**src/rtl/crb_regs_pkg.sv**
```systemverilog
package crb_regs_pkg;
  // word indices (byte address / 4); host software decodes these positions
  localparam int unsigned W_LOC_STATE = 0;
  localparam int unsigned W_LOC_CTRL  = 2;
  localparam int unsigned W_LOC_STS   = 3;
  localparam int unsigned W_INTF_LO   = 12;
  localparam int unsigned W_INTF_HI   = 13;
  localparam int unsigned W_EXT_LO    = 14;
  localparam int unsigned W_EXT_HI    = 15;
  localparam int unsigned W_REQ       = 16;
  localparam int unsigned W_STS       = 17;
  localparam int unsigned W_CANCEL    = 18;
  localparam int unsigned W_START     = 19;
  localparam int unsigned W_INT_EN    = 20;
  localparam int unsigned W_INT_STS   = 21;
  localparam int unsigned W_CMD_SIZE  = 22;

  // plain buffer-description words, consecutive from W_CMD_SIZE
  localparam int NUM_CFG      = 6;
  localparam int CFG_CMD_SIZE = 0;
  localparam int CFG_CMD_LO   = 1;
  localparam int CFG_CMD_HI   = 2;
  localparam int CFG_RSP_SIZE = 3;
  localparam int CFG_RSP_LO   = 4;
  localparam int CFG_RSP_HI   = 5;

  typedef enum logic [2:0] {
    OP_NONE,
    OP_LOC_TAKE,
    OP_LOC_DROP,
    OP_READY,
    OP_IDLE
  } ackOp_e;

  // datapath -> control: decoded host writes
  typedef struct packed {
    logic       wrLocCtrl;
    logic       wrReq;
    logic       wrCancel;
    logic       wrStart;
    logic       wrIntSts;
    logic [1:0] bits;
  } hostStrobe_t;

  // control -> datapath: state for read-back
  typedef struct packed {
    logic locAssigned;
    logic takePend;
    logic dropPend;
    logic readyPend;
    logic idlePend;
    logic readyState;
    logic idleState;
    logic fatal;
    logic cancelBit;
    logic startBit;
    logic intPend;
  } ctrlView_t;
endpackage

```
**src/rtl/crb_datapath.sv**
```systemverilog
module crb_datapath
  import crb_regs_pkg::*;
#(
  parameter int          ADDR_W  = 7,
  parameter logic [63:0] INTF_ID = 64'h0000_00A5_0001_0000
) (
  input  logic              clk,
  input  logic              rstN,
  input  logic              busWe,
  input  logic [ADDR_W-1:0] busAddr,
  input  logic [31:0]       busWdata,
  output logic [31:0]       busRdata,
  input  ctrlView_t         view,
  output hostStrobe_t       strobe,
  output logic              layoutOk,
  output logic              intEn
);
  localparam int IDX_W = ADDR_W - 2;

  logic [IDX_W-1:0]          wordIdx;
  logic                      aligned;
  logic                      hit;
  logic [NUM_CFG-1:0][31:0]  cfgReg;
  logic [NUM_CFG-1:0]        cfgWe;
  logic [63:0]               cmdAddr;
  logic [63:0]               rspAddr;

  assign wordIdx = busAddr[ADDR_W-1:2];
  assign aligned = (busAddr[1:0] == 2'b00);
  assign hit     = busWe && aligned;

  assign strobe.wrLocCtrl = hit && (wordIdx == IDX_W'(W_LOC_CTRL));
  assign strobe.wrReq     = hit && (wordIdx == IDX_W'(W_REQ));
  assign strobe.wrCancel  = hit && (wordIdx == IDX_W'(W_CANCEL));
  assign strobe.wrStart   = hit && (wordIdx == IDX_W'(W_START));
  assign strobe.wrIntSts  = hit && (wordIdx == IDX_W'(W_INT_STS));
  assign strobe.bits      = busWdata[1:0];

  generate
    for (genvar g = 0; g < NUM_CFG; g++) begin : g_cfgWe
      assign cfgWe[g] = hit && (wordIdx == IDX_W'(W_CMD_SIZE + g));
    end
  endgenerate

  always_ff @(posedge clk or negedge rstN) begin
    if (!rstN) begin
      cfgReg <= '0;
      intEn  <= 1'b0;
    end else begin
      for (int i = 0; i < NUM_CFG; i++) begin
        if (cfgWe[i]) cfgReg[i] <= busWdata;
      end
      if (hit && (wordIdx == IDX_W'(W_INT_EN))) intEn <= busWdata[0];
    end
  end

  assign cmdAddr  = {cfgReg[CFG_CMD_HI], cfgReg[CFG_CMD_LO]};
  assign rspAddr  = {cfgReg[CFG_RSP_HI], cfgReg[CFG_RSP_LO]};
  assign layoutOk = (cmdAddr != rspAddr) ||
                    (cfgReg[CFG_CMD_SIZE] == cfgReg[CFG_RSP_SIZE]);

  always_comb begin
    busRdata = '0;
    if (aligned) begin
      case (wordIdx)
        IDX_W'(W_LOC_STATE): busRdata = {24'd0, 1'b1, 5'd0, view.locAssigned, 1'b0};
        IDX_W'(W_LOC_CTRL):  busRdata = {30'd0, view.dropPend, view.takePend};
        IDX_W'(W_LOC_STS):   busRdata = {31'd0, view.locAssigned};
        IDX_W'(W_INTF_LO):   busRdata = INTF_ID[31:0];
        IDX_W'(W_INTF_HI):   busRdata = INTF_ID[63:32];
        IDX_W'(W_EXT_LO):    busRdata = '0;
        IDX_W'(W_EXT_HI):    busRdata = '0;
        IDX_W'(W_REQ):       busRdata = {30'd0, view.idlePend, view.readyPend};
        IDX_W'(W_STS):       busRdata = {30'd0, view.idleState, view.fatal};
        IDX_W'(W_CANCEL):    busRdata = {31'd0, view.cancelBit};
        IDX_W'(W_START):     busRdata = {31'd0, view.startBit};
        IDX_W'(W_INT_EN):    busRdata = {31'd0, intEn};
        IDX_W'(W_INT_STS):   busRdata = {31'd0, view.intPend};
        default: begin
          for (int i = 0; i < NUM_CFG; i++) begin
            if (wordIdx == IDX_W'(W_CMD_SIZE + i)) busRdata = cfgReg[i];
          end
        end
      endcase
    end
  end
endmodule

```
**src/rtl/crb_control.sv**
```systemverilog
module crb_control
  import crb_regs_pkg::*;
#(
  parameter int ACK_CYCLES = 4
) (
  input  logic        clk,
  input  logic        rstN,
  input  hostStrobe_t strobe,
  input  logic        layoutOk,
  input  logic        engineDone,
  input  logic        engineFault,
  output ctrlView_t   view,
  output logic        cmdLaunch
);
  localparam int CNT_W = $clog2(ACK_CYCLES + 1);

  ackOp_e           ackOp;
  logic [CNT_W-1:0] ackCnt;
  logic             anyPend;
  logic             locAssigned;
  logic             readyState;
  logic             idleState;
  logic             fatal;
  logic             cancelBit;
  logic             startBit;
  logic             intPend;
  logic             startOk;

  assign anyPend = (ackOp != OP_NONE);
  assign startOk = strobe.wrStart && strobe.bits[0] && locAssigned &&
                   readyState && !startBit && layoutOk;

  // acknowledge sequencer: one outstanding handshake at a time
  always_ff @(posedge clk or negedge rstN) begin
    if (!rstN) begin
      ackOp       <= OP_NONE;
      ackCnt      <= '0;
      locAssigned <= 1'b0;
      readyState  <= 1'b0;
      idleState   <= 1'b1;
    end else if (anyPend) begin
      if (ackCnt == CNT_W'(1)) begin
        ackOp <= OP_NONE;
        case (ackOp)
          OP_LOC_TAKE: locAssigned <= 1'b1;
          OP_LOC_DROP: locAssigned <= 1'b0;
          OP_READY: begin
            readyState <= 1'b1;
            idleState  <= 1'b0;
          end
          OP_IDLE: begin
            readyState <= 1'b0;
            idleState  <= 1'b1;
          end
          default: ;
        endcase
      end else begin
        ackCnt <= ackCnt - CNT_W'(1);
      end
    end else if (strobe.wrLocCtrl && (strobe.bits != 2'b00)) begin
      ackOp  <= strobe.bits[0] ? OP_LOC_TAKE : OP_LOC_DROP;
      ackCnt <= CNT_W'(ACK_CYCLES);
    end else if (strobe.wrReq && locAssigned && (strobe.bits != 2'b00)) begin
      ackOp  <= strobe.bits[0] ? OP_READY : OP_IDLE;
      ackCnt <= CNT_W'(ACK_CYCLES);
    end
  end

  // command launch, completion, cancel and error
  always_ff @(posedge clk or negedge rstN) begin
    if (!rstN) begin
      startBit  <= 1'b0;
      cmdLaunch <= 1'b0;
      intPend   <= 1'b0;
      cancelBit <= 1'b0;
      fatal     <= 1'b0;
    end else begin
      cmdLaunch <= startOk;
      if (startOk) begin
        startBit <= 1'b1;
      end else if (startBit && engineDone) begin
        startBit <= 1'b0;
      end
      if (startBit && engineDone) begin
        intPend <= 1'b1;
      end else if (strobe.wrIntSts && strobe.bits[0]) begin
        intPend <= 1'b0;
      end
      if (strobe.wrCancel && locAssigned) cancelBit <= strobe.bits[0];
      if (engineFault) fatal <= 1'b1;
    end
  end

  assign view.locAssigned = locAssigned;
  assign view.takePend    = (ackOp == OP_LOC_TAKE);
  assign view.dropPend    = (ackOp == OP_LOC_DROP);
  assign view.readyPend   = (ackOp == OP_READY);
  assign view.idlePend    = (ackOp == OP_IDLE);
  assign view.readyState  = readyState;
  assign view.idleState   = idleState;
  assign view.fatal       = fatal;
  assign view.cancelBit   = cancelBit;
  assign view.startBit    = startBit;
  assign view.intPend     = intPend;
endmodule

```
**src/rtl/crb_regs.sv**
```systemverilog
module crb_regs
  import crb_regs_pkg::*;
#(
  parameter int          ADDR_W     = 7,
  parameter int          ACK_CYCLES = 4,
  parameter logic [63:0] INTF_ID    = 64'h0000_00A5_0001_0000
) (
  input  logic              clk,
  input  logic              rstN,
  input  logic              busWe,
  input  logic [ADDR_W-1:0] busAddr,
  input  logic [31:0]       busWdata,
  output logic [31:0]       busRdata,
  input  logic              engineDone,
  input  logic              engineFault,
  output logic              cmdLaunch,
  output logic              cancelReq,
  output logic              irq
);
  ctrlView_t   ctrlView;
  hostStrobe_t hostStrobe;
  logic        layoutOk;
  logic        intEn;
  logic        locAssigned;
  logic        readyState;
  logic        idleState;
  logic        startBit;

  crb_datapath #(
    .ADDR_W (ADDR_W),
    .INTF_ID(INTF_ID)
  ) u_datapath (
    .clk     (clk),
    .rstN    (rstN),
    .busWe   (busWe),
    .busAddr (busAddr),
    .busWdata(busWdata),
    .busRdata(busRdata),
    .view    (ctrlView),
    .strobe  (hostStrobe),
    .layoutOk(layoutOk),
    .intEn   (intEn)
  );

  crb_control #(
    .ACK_CYCLES(ACK_CYCLES)
  ) u_control (
    .clk        (clk),
    .rstN       (rstN),
    .strobe     (hostStrobe),
    .layoutOk   (layoutOk),
    .engineDone (engineDone),
    .engineFault(engineFault),
    .view       (ctrlView),
    .cmdLaunch  (cmdLaunch)
  );

  assign cancelReq   = ctrlView.cancelBit;
  assign irq         = intEn && ctrlView.intPend;
  assign locAssigned = ctrlView.locAssigned;
  assign readyState  = ctrlView.readyState;
  assign idleState   = ctrlView.idleState;
  assign startBit    = ctrlView.startBit;
endmodule

```
**config.mk**
```make
export PLATFORM = sky130hd
export DESIGN_NAME = crb_regs
export DESIGN_NICKNAME = d
export VERILOG_FILES = /design/src/rtl/crb_regs_pkg.sv /design/src/rtl/crb_datapath.sv /design/src/rtl/crb_control.sv /design/src/rtl/crb_regs.sv
export SDC_FILE = /design/constraint.sdc
export NUM_CORES = 1
export LEC_CHECK = 0
export ABC_AREA = 1
export BUFFER_PORTS_ARGS = -buffer_cell sky130_fd_sc_hd__buf_2
export CORE_UTILIZATION = 36
export CTS_BUF_LIST = sky130_fd_sc_hd__clkbuf_8
export DETAILED_ROUTE_END_ITERATION = 6
export PLACE_DENSITY = 0.57
export SYNTH_ARGS = -nofsm -noshare
export SYNTH_HDL_FRONTEND = slang
export SYNTH_SLANG_ARGS = --single-unit
```
**constraint.sdc**
```tcl
create_clock -name clk -period 2.1 [get_ports clk]
set_input_delay 0.315 -clock clk [delete_from_list [all_inputs] [get_ports clk]]
set_output_delay 0.315 -clock clk [all_outputs]
set_load 0.005 [all_outputs]
```
Word level (Yosys, flattened, before mapping)
Index checks and enable logic that the tools add are counted.
- register bits after elaboration: 207
- logic and storage cells: 111
- input bits: 44
- output and inout bits: 35
- $add $sub $neg: 1
- multiplexer cells: 25
- reduce and logical (&&, ||, !) cells: 41
- equal/unequal tests: 27
- operators with widths (operator ; number):
    $pmux W32 S12 ; 1
    $mux W32 ; 7
    $ne A64 B64 Y1 ; 1
    $eq A5 B5 Y1 const B ; 12
    $eq A32 B32 Y1 ; 1
    $mux W3 ; 9
    $logic_and A1 B1 Y1 ; 25
    $eq A5 B4 Y1 const B ; 4
    $eq A5 B2 Y1 const B ; 2
    $reduce_bool A2 Y1 ; 5
    $eq A3 B1 Y1 const B ; 2
    $eq A3 B2 Y1 const B ; 2
    $pmux W1 S2 ; 3
    $reduce_and A3 Y1 ; 2
    $reduce_bool A3 Y1 ; 2
    $logic_not A5 Y1 ; 1
    $mux W1 ; 4
    $ne A2 B2 Y1 const B ; 2
    $reduce_and A2 Y1 ; 2
    $eq A3 B3 Y1 const B ; 1
    $sub A3 B1 Y3 const B ; 1
    $logic_not A2 Y1 ; 1
    $mux W2 ; 1
    $reduce_or A2 Y1 ; 1
    other kinds (2) ; 2

Logic depth before layout (Yosys ltp)
Gate-level depths: netlist of the first run.
- word-level depth: 9
- depth in mapped cells: 11
- gate-level depth less buffers: 11

By module
A second synthesis of the first run with hierarchy kept.
- cell total of the unflattened synthesis: 1403
- area, all modules: 10767.8 sq um
- modules (own cells, without submodules) (module ; area each (sq um) ; sequential area each (sq um) ; instances ; cells each):
    crb_datapath ; 9984.6 ; 4829.6 ; 1 ; 1305
    crb_control ; 775.7 ; 351.6 ; 1 ; 96
    crb_regs ; 7.5 ; 0.0 ; 1 ; 2

Worst setup path before layout of the first run
Ideal clock, no wire load.
- path type: input port to output port
- from: in busAddr[6]
- to: out busRdata[3]
- stages on the path: 8
- path buffers: 2
- required time: 1785 ps
- data arrival time: 1432 ps
- slack: 353 ps
- cell sequence: buf_2 -> inv_1 -> nand2_1 -> nor2_1 -> nor3_2 -> nand3_2 -> buf_4 -> a211oi_1
- longest elaborated chain between the ends: 9
- elaborated cells on any way between the ends: 28
- those cells by class: eq/ne: 18; mux: 8; reduce/logical: 2
- ends and longest elaborated chain (element ; line ; text):
    start, declared ; crb_regs.sv:11 ; input logic [ADDR_W-1:0] busAddr,
    $eq A5 B5 Y1 ; crb_datapath.sv:81 ; if (wordIdx == IDX_W'(W_CMD_SIZE + i)) busRdata = cfgReg[i];
    $mux W32 (6 in a row) ; crb_datapath.sv:81 ;
    $pmux W32 S12 * ; crb_datapath.sv:65 ; case (wordIdx)
    $mux W32 * ; crb_datapath.sv:64 ; if (aligned) begin
    end, declared ; crb_regs.sv:13 ; output logic [31:0] busRdata,
Mark *: on every way between the ends. The rest lies on a longest branch, timed or not.

Worst setup path after layout of the first run
- from: in busAddr[6]
- to: out busRdata[27]
The elaborated chain is that of the path after synthesis.

==> results of run 1 <==
power groups by stage:
| stage | clock, mW | sequential, mW | combinational (mW) |
|---|---|---|---|
| 6_report | 3.82 | 4.69 | 1.62 |
| 5_1_grt | 4.10 | 4.74 | 1.87 |
| 4_1_cts | 3.89 | 4.68 | 1.56 |
| 3_5_place_dp | 0 | 4.74 | 1.54 |
| 3_3_place_gp | 0 | 4.74 | 1.52 |
| 2_1_floorplan | 0 | 4.66 | 0.990 |
how the worst max path moves through the flow:
stage | start | endpoint | slack, ns | cells past startpoint
final | busAddr[6] | busRdata[27] | -0.04 | 10
after global routing | u_control.ackOp[2] | busRdata[1] | -0.16 | 9
after CTS | u_control.ackOp[2] | busRdata[1] | -0.04 | 8
after detailed placement | busAddr[3] | busRdata[14] | -0.08 | 10
after global placement | busAddr[2] | busRdata[14] | -0.08 | 11
after floorplan | busAddr[6] | busRdata[3] | 0.35 | 8
worst max-delay path, cell delays in order:
cell	delay, ns
buf_4	0.14
inv_1	0.10
nand3_2	0.09
o21ai_1	0.08
nor3_2	0.29
nand3_4	0.19
buf_12	0.21
a211oi_2	0.14
buf_4	0.14
buf_2	0.10
timing repair:
action / in CTS / in global routing
hold endpoints to repair: 45 / 0
gates resized for setup: 18 / 66
endpoints found under the setup margin: 15 / 31
cloned: 1 / 3
hold buffers: 2 / 0
buffers inserted: 3 / 7
pin swaps: 7 / 26
cell type report:
type / instances / area, um^2 / area share
Sequential cell: 207 / 5180 / 0.379
Multi-Input combinational cell: 1063 / 5140 / 0.377
Timing Repair Buffer: 171 / 1460 / 0.107
Clock buffer: 48 / 661 / 0.0484
Inverter: 167 / 644 / 0.0472
Tap cell: 390 / 488 / 0.0357
Clock inverter: 19 / 85.1 / 0.00623
layer usage:
metal | vias up | global-route usage | share of wire
li1 | 5034 | - | -
met1 | 4726 | 0.306 | 0.45
met2 | 340 | 0.355 | 0.46
met3 | 55 | 0.0410 | 0.068
met4 | 0 | 0.0665 | 0.023
met5 | - | 0 | 0
flip-flops by register name (all words and copies together) (netlist names):
register               flops
u_control.cancelBit        1
u_control.idleState        1
u_control.ackOp            3
u_control.cmdLaunch        1
u_control.locAssigned      1
u_control.readyState       1
u_control.startBit         1
u_datapath.cfgReg        192
u_control.ackCnt           3
u_datapath.intEn           1
u_control.fatal            1
u_control.intPend          1
cells in the final DEF (no fill, tap or decap), drive strengths merged:
cell and instances:
o21a 1, a211oi 18, nor2 142, nand4 3
a22o 1, clkbuf 52, o211ai 14, xor2 20
nand3 27, clkinvlp 3, nor3 6, nor4 1
clkinv 2, dfrtp 206, or2 1, inv 181
dfstp 1, o21ai 225, and3 1, xnor2 23
o211a 1, nand2 528, dlygate4sd3 2, buf 165
o22ai 10, o2111ai 4, a41oi 1, a21oi 32
ha 3, nor3b 1
kinds of logic (layout without fill, tap and decap cells):
logic type | Yosys count | in the layout | synth area share
xor gates and xnor gates | 43 | 43 | 0.0343
buffers and inverters | 225 | 405 | 0.0803
AOI/OAI and AO/OA | 307 | 307 | 0.155
DFF | 207 | 207 | 0.472
adders and majority gates | 3 | 3 | 0.00342
and+or+nand+nor | 710 | 710 | 0.255
==> out/metrics.yaml, run 1 <==
synthesis:
  syn_area_per_cell_um2: 7.35
  synth_ff_type: "dfrtp_1"
  syn_inst: 1495
  synth_top_area_frac: 0.469
  seq_area_frac_synth: 0.472
  synth.area.top_cells: "dfrtp_1, nand2_1, o21ai_0, inv_1, nor2_1"
  yosysUniqueCellTypes: 36
  synth_edf_count: 0
  synth_commonest_cells: "nand2_1, dfrtp_1, o21ai_0"
  yosys_register_bits: 207
  yosys.area.top_type: "dfrtp_1"
  yosysMostFrequentCell: "nand2_1"
  syn-num-nets: 1542
  yosysWarnings: 0
  syn_area_um2: 11000
  async_flop_share: 1.00
die:
  die_h_um: 177
  die_area_um2: 31200
  initial_utilization: 0.369
  io_pins: 79
  die_w_um: 177
  core_um2: 29800
  rows: 63
power:
  p_sw_mw: 3.10
  p_per_area_nw_per_um2: 742
  clockPowerShare: 0.377
  max-vdd-ir-drop_mv: 0.443
  finalPower_mw: 10.1
  pwr-share-comb: 0.160
  power.share.switching: 0.306
  p_int_mw: 7.04
  pwr-share-seq: 0.463
  p_leak_nw: 6.67
sta:
  tightest_slew_ns: 0.506
  slew_violations: 0
  whs_ns: 0.0173
  period_share: 1.02
  tns_ns: -0.235
  fin_crit_ns: 2.14
  rsz0062_at_grt: "true"
  worst_clock_skew_ns: 0.0168
  setup_viol: 10
  fmax_ghz: 0.466
  finalHoldViolCount: 0
  setup_ws_ns: -0.0449
  relSlewSlack: 0.662
layout:
  final_core_util: 0.459
  antennaDiodeCount: 0
  n_fill_cell: 3056
  drive_gt1_frac: 0.180
  stdcell_area_um2: 13700
  synthToLayoutAreaGrowth_pct: 24.4
  finalNonFillerCells: 2065
  fin_nets: 1697
grt:
  grt_pass1_wl_mm: 53.7
  grt_start_max_net_pins: 52
  overflow: 0
  grt_pass1_vias: 9675
  track_usage: 0.223
  antenna_found_initial: 0
cts:
  cts.htree.levels: 2
  tritoncts: "yes"
  clkSlewWorstSetupHoldPaths_ns: 0.05
  clock-sinks: 207
  ctsRootBufferMaster: "clkbuf_8"
  numCtsBuffers: 40
  clock_latency_ns: 0.54
  clock_path_buffers: 3
hold_path:
  min_to: "u_control.intPend"
  min_from: "engineDone"
  hold_path.class: "input pin to register"
  min_path_cells: 2
drt:
  drtIter0Drc: 790
  drc: 0
  drt-total-wl_mm: 34.4
  wl_per_cell_um: 16.7
  dr.pass1.iters: 6
  viasPerCell: 4.92
  dr_total_vias: 10155
  ant_nets: 0
place:
  dpl.hpwl_mm: 23.6
  place_ws_ns: -0.0761
  io_buffers: 78
  placedCellCount: 1982
  dpl_cell_area_um2: 12400
  place_congestion: 0.884
worst_setup_path:
  cp.required_ns: 1.78
  r2r_slack_ns: 0.37
  crit_type: "input pin to output port"
  start_kind: "input pin"
  timing.rr.start: "u_datapath.cfgReg[85]"
  path_max_fanout: 8
  r2r_cells: 11
  crit_arrival_ns: 1.83
  critPathCaptureType: "output port"
  r2r_end: "u_control.startBit"
outcome:
  violations: "negative setup slack"
  status: "finished with violations"
flow_run:
  drv_cap: 0
No activity file was read; power rests on OpenSTA's default activity.
==> run 2: changes to the inputs <==
--- a/config.mk
+++ b/config.mk
@@ -11,6 +11,7 @@
 export CTS_BUF_LIST = sky130_fd_sc_hd__clkbuf_8
 export DETAILED_ROUTE_END_ITERATION = 6
 export PLACE_DENSITY = 0.57
+export REMOVE_ABC_BUFFERS = 1
 export SYNTH_ARGS = -nofsm -noshare
 export SYNTH_HDL_FRONTEND = slang
 export SYNTH_SLANG_ARGS = --single-unit
==> out/metrics.yaml, run 2 (same netlist as run 1, synthesis figures left out) <==
outcome:
  status: "finished, final reports clean"
drt:
  dr_total_vias: 9939  # -2.1%
  wl_per_cell_um: 16.3  # -2.1%
  drc: 0  # unchanged
  ant_nets: 0  # unchanged
  drt-total-wl_mm: 33.6  # -2.3%
  drtIter0Drc: 758  # -4.1%
  viasPerCell: 4.82  # -1.9%
  dr.pass1.iters: 5  # -1
cts:
  clock_latency_ns: 0.55  # about the same
  cts.htree.levels: 2  # unchanged
  tritoncts: "yes"
  clock_path_buffers: 3  # unchanged
  numCtsBuffers: 38  # -5.0%
  clkSlewWorstSetupHoldPaths_ns: 0.06  # about the same
  ctsRootBufferMaster: "clkbuf_8"
  clock-sinks: 207  # unchanged
place:
  dpl.hpwl_mm: 22.3  # -5.3%
  io_buffers: 78  # unchanged
  dpl_cell_area_um2: 12400  # +0.20%
  place_congestion: 0.886  # +0.23%
power:
  finalPower_mw: 9.87  # -2.6%
  clockPowerShare: 0.362  # -0.015
  pwr-share-comb: 0.163  # +0.003
  p_sw_mw: 3.02  # -2.3%
  p_int_mw: 6.84  # -2.8%
  power.share.switching: 0.307  # +0.000928
  p_per_area_nw_per_um2: 725  # -2.2%
  p_leak_nw: 6.68  # +0.15%
  max-vdd-ir-drop_mv: 0.410  # -7.4%
  pwr-share-seq: 0.475  # +0.012
layout:
  antennaDiodeCount: 0  # unchanged
  reg.largest.list: "u_datapath.cfgReg x192, u_control.ackCnt x3, u_control.ackOp x3"
  stdcell_area_um2: 13600  # -0.42%
  synthToLayoutAreaGrowth_pct: 23.9
  largest_register_ffs: 192  # unchanged
  final_common_cell: "nand2_1"
  fin_nets: 1697  # unchanged
  drive_gt1_frac: 0.175  # -0.00495
  largest_register: "u_datapath.cfgReg"
  layout_common_cells: "nand2_1, dfrtp_1, o21ai_0"
  n_fill_cell: 3052  # -0.13%
worst_setup_path:
  crit_arrival_ns: 1.77  # -0.06 ns
  r2r_cells: 11  # unchanged
  r2r_slack_ns: 0.32  # -0.05 ns
  path_max_fanout: 4  # -4
  crit_type: "register to output port"
  cp.required_ns: 1.78  # about the same
  critPathCaptureType: "output port"
  start_kind: "register"
die:
  die_area_um2: 31200  # unchanged
  initial_utilization: 0.369  # unchanged
  io_pins: 79  # unchanged
  die_w_um: 177  # unchanged
  rows: 63  # unchanged
  core_um2: 29800  # unchanged
  die_h_um: 177  # unchanged
grt:
  grt_start_max_net_pins: 55  # +5.8%
  grt_pass1_vias: 9423  # -2.6%
  grt_pass1_wl_mm: 52.2  # -2.7%
  overflow: 0  # unchanged
  track_usage: 0.217  # -0.00550
  antenna_found_initial: 0  # unchanged
sta:
  setup_viol: 0  # -10
  tns_ns: 0  # +0.235 ns
  worst_clock_skew_ns: 0.00708  # -0.00976 ns
  slew_violations: 0  # unchanged
  period_share: 0.993  # -0.0279
  fin_crit_ns: 2.09  # -0.0587 ns
  rsz0062_at_grt: "true"
  tightest_slew_ns: 0.476  # -0.0301 ns
  finalHoldViolCount: 0  # unchanged
  fmax_ghz: 0.479  # +2.8%
  relSlewSlack: 0.683  # +0.0201
  whs_ns: 0.0895  # +0.0722 ns
flow_run:
  drv_cap: 0  # unchanged
hold_path:
  hold_path.class: "input pin to register"
  min_path_cells: 3  # +1
[run 2: critical path: stages, from the launching register on]
cell	delay (ns)
dfrtp_1	0.41
inv_2	0.12
nand3_2	0.09
inv_2	0.08
nand2_2	0.05
o211a_1	0.12
nand3_1	0.07
nand2_1	0.05
nor2_1	0.12
buf_2	0.12
[run 2: final timing paths]
| kind | end | startpoint |
|---|---|---|
| min in group asynchronous | u_control.startBit | rstN |
| worst max-delay path | busRdata[0] | u_control.ackOp[2] |
| worst max register to register | u_control.startBit | u_datapath.cfgReg[52] |
| worst min-delay path | u_datapath.cfgReg[93] | busWdata[29] |
| worst min register to register | u_control.fatal | u_control.fatal |
| max in group asynchronous | u_datapath.cfgReg[149] | rstN |
[run 2: area by class of cell]
cell class                      count  area [um^2]  area share
Sequential cell                   207         5180       0.381
Multi-Input combinational cell   1063         5070       0.373
Timing Repair Buffer              173         1550       0.114
Inverter                          167          634      0.0466
Clock buffer                       43          592      0.0435
Tap cell                          390          488      0.0359
Clock inverter                     18         80.1     0.00589
[run 2: layer usage]
layer | global-route usage | routed length (um) | part of all wire | up-vias
met1 | 0.304 | 15500 | 0.46 | 4592
met4 | 0.0542 | 639 | 0.019 | 0
li1 | - | - | - | 5035
met5 | 0 | 0 | 0 | -
met3 | 0.0309 | 1740 | 0.052 | 50
met2 | 0.352 | 15700 | 0.47 | 262
[run 2: what timing repair did]
item	CTS	global route
pin swaps	5	23
setup endpoints to repair	2	31
setup buffers	6	10
hold buffers	3	0
gates resized for setup	6	59
endpoints found under the hold margin	50	0
gates cloned	0	4
[run 2: per-stage QoR]
step / utilization / setup slack (ns) / cells
CTS: 0.443 / -0.0137 / 2047
detailed placement: 0.418 / 0.00778 / 1977
global placement: 0.418 / -0.0198 / 1977
floorplan: - / -0.0693 / 1437
global route: 0.457 / -0.127 / 2061
finish: 0.457 / 0.0138 / 2061
[run 2: power groups by stage]
| stage | clock, mW | sequential [mW] | combinational (mW) |
|---|---|---|---|
| 6_report | 3.57 | 4.69 | 1.61 |
| 5_1_grt | 3.83 | 4.74 | 1.86 |
| 4_1_cts | 3.66 | 4.68 | 1.57 |
| 3_5_place_dp | 0 | 4.74 | 1.54 |
| 3_3_place_gp | 0 | 4.73 | 1.51 |
| 2_1_floorplan | 0 | 4.66 | 0.975 |
